**config.mk**
```make
export PLATFORM = sky130hd
export DESIGN_NAME = clk_route_bank
export DESIGN_NICKNAME = d
export VERILOG_FILES = /design/src/rtl/clk_route_pkg.sv /design/src/rtl/route_entry.sv /design/src/rtl/route_rd_mux.sv /design/src/rtl/clk_route_bank.sv
export SDC_FILE = /design/constraint.sdc
export NUM_CORES = 1
export LEC_CHECK = 0
export BUFFER_PORTS_ARGS = -buffer_cell sky130_fd_sc_hd__buf_2
export CORE_MARGIN = 2
export CORE_UTILIZATION = 55
export CTS_CLUSTER_DIAMETER = 120
export CTS_CLUSTER_SIZE = 16
export DETAILED_ROUTE_END_ITERATION = 8
export HOLD_SLACK_MARGIN = 0.02
export PLACE_DENSITY = 0.71
export SLEW_MARGIN = 20
export SYNTH_ARGS = -nofsm -noshare
export SYNTH_HDL_FRONTEND = slang
export SYNTH_SLANG_ARGS = --single-unit
export TNS_END_PERCENT = 50
```
**constraint.sdc**
```tcl
create_clock -name clk -period 2.9 [get_ports clk]
set_clock_uncertainty 0.15 [all_clocks]
set_input_delay 0 -clock clk [delete_from_list [all_inputs] [get_ports clk]]
set_output_delay 0 -clock clk [all_outputs]
set_load 0.02 [all_outputs]
```
**src/rtl/clk_route_pkg.sv**
```systemverilog
package clk_route_pkg;
  typedef enum logic [1:0] {
    CH_PLAIN = 2'd0,
    CH_WDOG  = 2'd1,
    CH_RTC   = 2'd2
  } ch_kind_e;

  localparam int WORD_W   = 16;
  localparam int GEN_LSB  = 8;
  localparam int ENA_BIT  = 14;
  localparam int LOCK_BIT = 15;

  function automatic ch_kind_e kind_of(input int ch, input int wdog_ch, input int rtc_ch);
    if (ch == wdog_ch) return CH_WDOG;
    if (ch == rtc_ch)  return CH_RTC;
    return CH_PLAIN;
  endfunction
endpackage

```
**src/rtl/route_entry.sv**
```systemverilog
module route_entry
  import clk_route_pkg::*;
#(
  parameter ch_kind_e KIND    = CH_PLAIN,
  parameter int       GEN_W   = 4,
  parameter int       NUM_GEN = 8,
  parameter int       WDOG_GEN = 2
) (
  input  logic             clk,
  input  logic             por,
  input  logic             usr_rst,
  input  logic             nv_en,
  input  logic             nv_aon,
  input  logic             wr_hit,
  input  logic [GEN_W-1:0] wr_gen,
  input  logic             wr_ena,
  input  logic             wr_lock,
  output logic [GEN_W-1:0] gen_q,
  output logic             ena_q,
  output logic             lock_q
);
  localparam logic [GEN_W:0]   GEN_LIM = (GEN_W+1)'(NUM_GEN);
  localparam logic [GEN_W-1:0] DFLT_GEN = (KIND == CH_WDOG) ? GEN_W'(WDOG_GEN) : '0;

  logic gen_ok;
  logic usr_clear;
  assign gen_ok = ({1'b0, wr_gen} < GEN_LIM);

  generate
    if (KIND == CH_RTC) begin : g_rtc
      assign usr_clear = !lock_q && !ena_q;
    end else begin : g_other
      assign usr_clear = !lock_q;
    end
  endgenerate

  always_ff @(posedge clk) begin
    if (por) begin
      gen_q  <= DFLT_GEN;
      ena_q  <= (KIND == CH_WDOG) ? nv_en  : 1'b0;
      lock_q <= (KIND == CH_WDOG) ? nv_aon : 1'b0;
    end else if (usr_rst) begin
      if (usr_clear) begin
        gen_q <= DFLT_GEN;
        ena_q <= (KIND == CH_WDOG) ? nv_en : 1'b0;
      end
    end else if (wr_hit && !lock_q) begin
      if (gen_ok) gen_q <= wr_gen;
      ena_q  <= wr_ena;
      lock_q <= wr_lock;
    end
  end
endmodule

```
**src/rtl/route_rd_mux.sv**
```systemverilog
module route_rd_mux
  import clk_route_pkg::*;
#(
  parameter int NUM_CH = 38,
  parameter int IDX_W  = 6,
  parameter int GEN_W  = 4
) (
  input  logic [IDX_W-1:0]        sel,
  input  logic [NUM_CH*GEN_W-1:0] gen_flat,
  input  logic [NUM_CH-1:0]       ena_vec,
  input  logic [NUM_CH-1:0]       lock_vec,
  output logic [WORD_W-1:0]       word
);
  localparam logic [IDX_W:0] CH_LIM = (IDX_W+1)'(NUM_CH);

  always_comb begin
    word = '0;
    word[IDX_W-1:0] = sel;
    for (int i = 0; i < NUM_CH; i++) begin
      if ({1'b0, sel} == (IDX_W+1)'(i) && ({1'b0, sel} < CH_LIM)) begin
        word[GEN_LSB +: GEN_W] = gen_flat[i*GEN_W +: GEN_W];
        word[ENA_BIT]          = ena_vec[i];
        word[LOCK_BIT]         = lock_vec[i];
      end
    end
  end
endmodule

```
**src/rtl/clk_route_bank.sv**
```systemverilog
module clk_route_bank
  import clk_route_pkg::*;
#(
  parameter int NUM_CH   = 38,
  parameter int IDX_W    = 6,
  parameter int GEN_W    = 4,
  parameter int NUM_GEN  = 8,
  parameter int WDOG_CH  = 3,
  parameter int RTC_CH   = 4,
  parameter int WDOG_GEN = 2
) (
  input  logic        clk,
  input  logic        por,
  input  logic        usr_rst,
  input  logic        nv_wdt_en,
  input  logic        nv_wdt_aon,
  input  logic        wr_valid,
  output logic        wr_ready,
  input  logic        wr_full,
  input  logic [15:0] wr_data,
  output logic [15:0] rd_data
);
  logic                    fire;
  logic [IDX_W-1:0]        wr_idx;
  logic [IDX_W-1:0]        sel_q;
  logic [NUM_CH*GEN_W-1:0] gen_flat;
  logic [NUM_CH-1:0]       ena_vec;
  logic [NUM_CH-1:0]       lock_vec;

  assign wr_ready = !por && !usr_rst;
  assign fire     = wr_valid && wr_ready;
  assign wr_idx   = wr_data[IDX_W-1:0];

  always_ff @(posedge clk) begin
    if (por || usr_rst) sel_q <= '0;
    else if (fire)      sel_q <= wr_idx;
  end

  for (genvar i = 0; i < NUM_CH; i++) begin : g_ch
    localparam logic [IDX_W-1:0] MY_IDX = IDX_W'(i);
    logic hit;
    assign hit = fire && wr_full && (wr_idx == MY_IDX);
    route_entry #(
      .KIND(kind_of(i, WDOG_CH, RTC_CH)),
      .GEN_W(GEN_W),
      .NUM_GEN(NUM_GEN),
      .WDOG_GEN(WDOG_GEN)
    ) u_ent (
      .clk(clk),
      .por(por),
      .usr_rst(usr_rst),
      .nv_en(nv_wdt_en),
      .nv_aon(nv_wdt_aon),
      .wr_hit(hit),
      .wr_gen(wr_data[GEN_LSB +: GEN_W]),
      .wr_ena(wr_data[ENA_BIT]),
      .wr_lock(wr_data[LOCK_BIT]),
      .gen_q(gen_flat[i*GEN_W +: GEN_W]),
      .ena_q(ena_vec[i]),
      .lock_q(lock_vec[i])
    );
  end

  route_rd_mux #(
    .NUM_CH(NUM_CH),
    .IDX_W(IDX_W),
    .GEN_W(GEN_W)
  ) u_rd (
    .sel(sel_q),
    .gen_flat(gen_flat),
    .ena_vec(ena_vec),
    .lock_vec(lock_vec),
    .word(rd_data)
  );
endmodule

```
==> flow_metrics.tcl <==
set metrics [dict create \
    rsz0062_at_grt "yes" \
    final_layout_size_suffix_gt1_share_pct 20.8 \
    postRouteAntennaNets 0 \
    placement.cell_area_um2 13000 \
    final_core_utilization_pct 65.7 \
    grt_antenna_before_repair 1 \
    p_switching_w 0.00177 \
    worstPathArrival_ps 2900 \
    clkSlewWorstSetupHoldPaths_ps 80 \
    endpoint_kind "output pin" \
    viasPerCell 6.56 \
    clk_root_buffer_cell "sky130_fd_sc_hd__clkbuf_16" \
    clk_path_buf_depth 3 \
    globalRouteTotalUtil_pct 35.6 \
    layout.filler_cells 1913 \
    first_pass_iters 5 \
    slowest_delay_ps 450 \
    critical_path_class "register to output pin" \
    dpl_worst_slack_ps 148 \
    numPortBuffers 31 \
    setup_viol 6 \
    core_region_area_um2 22500 \
    routed-via-count 12400 \
    detail_route.iter0.violations 1565 \
    fp.dieArea_um2 24000 \
    avgSynthCellArea_um2 8.15 \
    syn_to_final_growth_pct 18.1 \
    yosys.cell_types.count 83 \
    critPathRequiredTime_ps 2750 \
    static-leakage-power_nw 5.23 \
    floorplan.die.height_um 155 \
    share_clk_of_total_power_pct 36.2 \
    critical_path.slowest_cell "sky130_fd_sc_hd__a2111oi_4" \
    worstPathMaxFanout 11 \
    floorplan.io_pins 40 \
    start_util_pct 55.6 \
    register_area_um2 4720 \
    cts_max_level 1 \
    finalInstanceArea_um2 14800 \
    synth_ff_type "sky130_fd_sc_hd__dfxtp_1" \
    ir_worst_vdd_mv 0.487 \
    detail_route.wl_per_cell_um 23.1 \
    synth-warning-count 0 \
    grt_remaining_overflow 0 \
    syn_inst 1535 \
    final_min_period_over_clock_period_pct 105 \
    violated_checks "negative setup slack" \
    fin_hold_viols 0 \
    drt_wl_total_um 43600 \
    power_density_nw_per_um2 442 \
    share_of_flip_flops_with_an_asynchronous_set_or_reset_pct 0 \
    tritoncts.num_buffers 18 \
    holdCritPathClass "primary input to register" \
    place.gp.congestion 0.976 \
    dp.final_hpwl_um 27800 \
    clock-sinks 234 \
    cts_tree "done" \
    synth_seq_cells 234 \
    max_freq_ghz 0.328 \
    min_period_ps 3050 \
    grt_pass1_vias 11900 \
    ys_seq_area_share_pct 37.6 \
    dieWidth_um 155 \
    syn_area_um2 12500 \
    synth_edf_count 2 \
    intPower_w 0.00475 \
    timing_max_transition_violations_final 0 \
    outcome "finished with violations" \
    switching_fraction_pct 27.1 \
    tightest_slew_ps 1130 \
    cap_viol_max_count 0 \
    part_of_the_power_in_combinational_logic_pct 12.8 \
    grt_pass1_wl_um 67400 \
    power.share.sequential_pct 51.0 \
    grt_max_degree 231 \
    max-slew-margin-rel_pct 24.8 \
    post-route-worst-setup-slack_ps -148 \
    worstSkewPairLatency_ps 510 \
    nets 1622 \
    final_total_negative_setup_slack_ps -383 \
    placement_row_count 55 \
    multi_input_comb_area_um2 7660 \
    post-route-drc-count 0 \
    worstPathCellList "buf_6 > inv_2 > o2bb2ai_1 > a221oi_2 > nand4_1 > a2111oi_4 > o211ai_1 > buf_4" \
    kind_of_start_point_of_the_critical_path "register" \
]
==> worst max-delay path: cells and delay by family, from the launching register on <==
| kind | cells | cell delay [ps] |
|---|---|---|
| AO/OA/AOI/OAI | 4 | 1090 |
| buffers and inverters | 3 | 640 |
| flip-flops | 1 | 400 |
| AND/OR/NAND/NOR | 1 | 260 |
==> state kept, by name, summed over array words and instances (netlist names) <==
| signal | count |
|---|---|
| g_ch.u_ent.ena_q | 38 |
| g_ch.u_ent.gen_q | 152 |
| g_ch.u_ent.lock_q | 38 |
| sel_q | 6 |
==> power by group through the flow <==
stage | clock network, W | registers, W | logic (W)
final | 0.00236 | 0.00333 | 0.000836
after global routing | 0.00249 | 0.00334 | 0.000884
after CTS | 0.00238 | 0.00333 | 0.000784
after detailed placement | 0 | 0.00341 | 0.000692
after global placement | 0 | 0.00341 | 0.000683
after floorplan | 0 | 0.00339 | 0.000488
==> cell usage after synthesis (all sizes together), types with 7 or more instances <==
| master | instances | area [um2] |
|---|---|---|
| mux2i | 80 | 801 |
| a31oi | 15 | 93.8 |
| nor2b | 17 | 106 |
| a211oi | 10 | 75.1 |
| buf | 70 | 413 |
| o22ai | 14 | 87.6 |
| o221ai | 8 | 70.1 |
| clkbuf | 60 | 228 |
| dfxtp | 232 | 4640 |
| o2bb2ai | 8 | 70.1 |
| nand2b | 10 | 62.6 |
| o211ai | 9 | 67.6 |
| or4b | 7 | 81.3 |
| a221oi | 9 | 78.8 |
| o21ai | 147 | 736 |
| nor4 | 20 | 287 |
| nand2 | 149 | 562 |
| a21oi | 210 | 1110 |
| nor3 | 23 | 115 |
| nor3b | 42 | 320 |
| inv | 12 | 45.0 |
| a22oi | 10 | 75.1 |
| nor2 | 219 | 845 |
| or3 | 9 | 66.3 |
| nand3 | 23 | 115 |
| mux4 | 7 | 158 |
| mux2 | 11 | 124 |
| nor4b | 13 | 257 |
==> worst paths after layout <==
kind	end	slack, ps	start	cells past startpoint
worst max register to register	sel_q[0]	1080	sel_q[0]	6
worst min-delay path	g_ch[12].u_ent.ena_q	30	wr_full	5
worst max-delay path	rd_data[10]	-150	sel_q[0]	8
worst min register to register	g_ch[3].u_ent.gen_q[3]	320	g_ch[3].u_ent.gen_q[3]	1
==> area by class of cell <==
cell class	count	area share, %
multi-input combinational	1162	51.8
tap	285	2.41
clock inverter	1	0.0593
timing repair buffer	171	10.1
clock buffer	21	3.27
sequential	234	32.0
inverter	12	0.305
antenna	1	0.0169
==> placed cells by master (no fill, tap or decap), types with 7 or more instances in the layout <==
master / count
sky130_fd_sc_hd__nor4b_4: 8
sky130_fd_sc_hd__nor3_1: 19
sky130_fd_sc_hd__a21oi_2: 7
sky130_fd_sc_hd__buf_4: 99
sky130_fd_sc_hd__dfxtp_1: 227
sky130_fd_sc_hd__a22oi_1: 8
sky130_fd_sc_hd__nand2b_1: 8
sky130_fd_sc_hd__mux2i_1: 78
sky130_fd_sc_hd__nor2b_1: 9
sky130_fd_sc_hd__mux4_2: 7
sky130_fd_sc_hd__dlygate4sd3_1: 18
sky130_fd_sc_hd__mux2_2: 11
sky130_fd_sc_hd__nor4_4: 9
sky130_fd_sc_hd__buf_6: 13
sky130_fd_sc_hd__a31oi_1: 13
sky130_fd_sc_hd__inv_1: 9
sky130_fd_sc_hd__buf_2: 26
sky130_fd_sc_hd__or3_1: 7
sky130_fd_sc_hd__o22ai_1: 13
sky130_fd_sc_hd__buf_12: 7
sky130_fd_sc_hd__nor2_1: 213
sky130_fd_sc_hd__clkbuf_16: 20
sky130_fd_sc_hd__nor4_2: 8
sky130_fd_sc_hd__o21ai_0: 139
sky130_fd_sc_hd__o221ai_1: 7
sky130_fd_sc_hd__nand3_1: 19
sky130_fd_sc_hd__o211ai_1: 9
sky130_fd_sc_hd__a21oi_1: 199
sky130_fd_sc_hd__nor3b_1: 40
sky130_fd_sc_hd__nand2_1: 146
==> cell families after synthesis <==
logic type      synth area share, %
mux                            8.65
flops                          37.6
other cells                  0.0300
simple gates                   25.2
buf+inv                        5.48
compound gates                 23.0
==> through the flow <==
stage | instances | hold slack, ps | total power [W]
floorplan | 1538 | -14.0 | 0.00387
global placement | 1793 | 106 | 0.00409
detailed placement | 1793 | 116 | 0.00410
CTS | 1865 | 21.5 | 0.00649
global route | 1886 | 72.2 | 0.00671
finish | 1887 | 34.8 | 0.00653
==> timing repair <==
item	4_1_cts	5_1_grt
endpoints found under the hold margin	34	0
hold buffers	18	0
buffers inserted	30	20
cloned	3	1
resized for setup	95	44
pin swaps	25	20
endpoints found under the setup margin	6	6
==> layer usage <==
layer	GRT usage, %	vias to the layer above	part of all wire (%)
li1	-	5643	-
met1	46.0	5871	39
met2	57.4	688	46
met3	5.60	185	8.4
met4	19.7	0	6.4
met5	0	-	0
No activity file was read; power rests on OpenSTA's default activity.
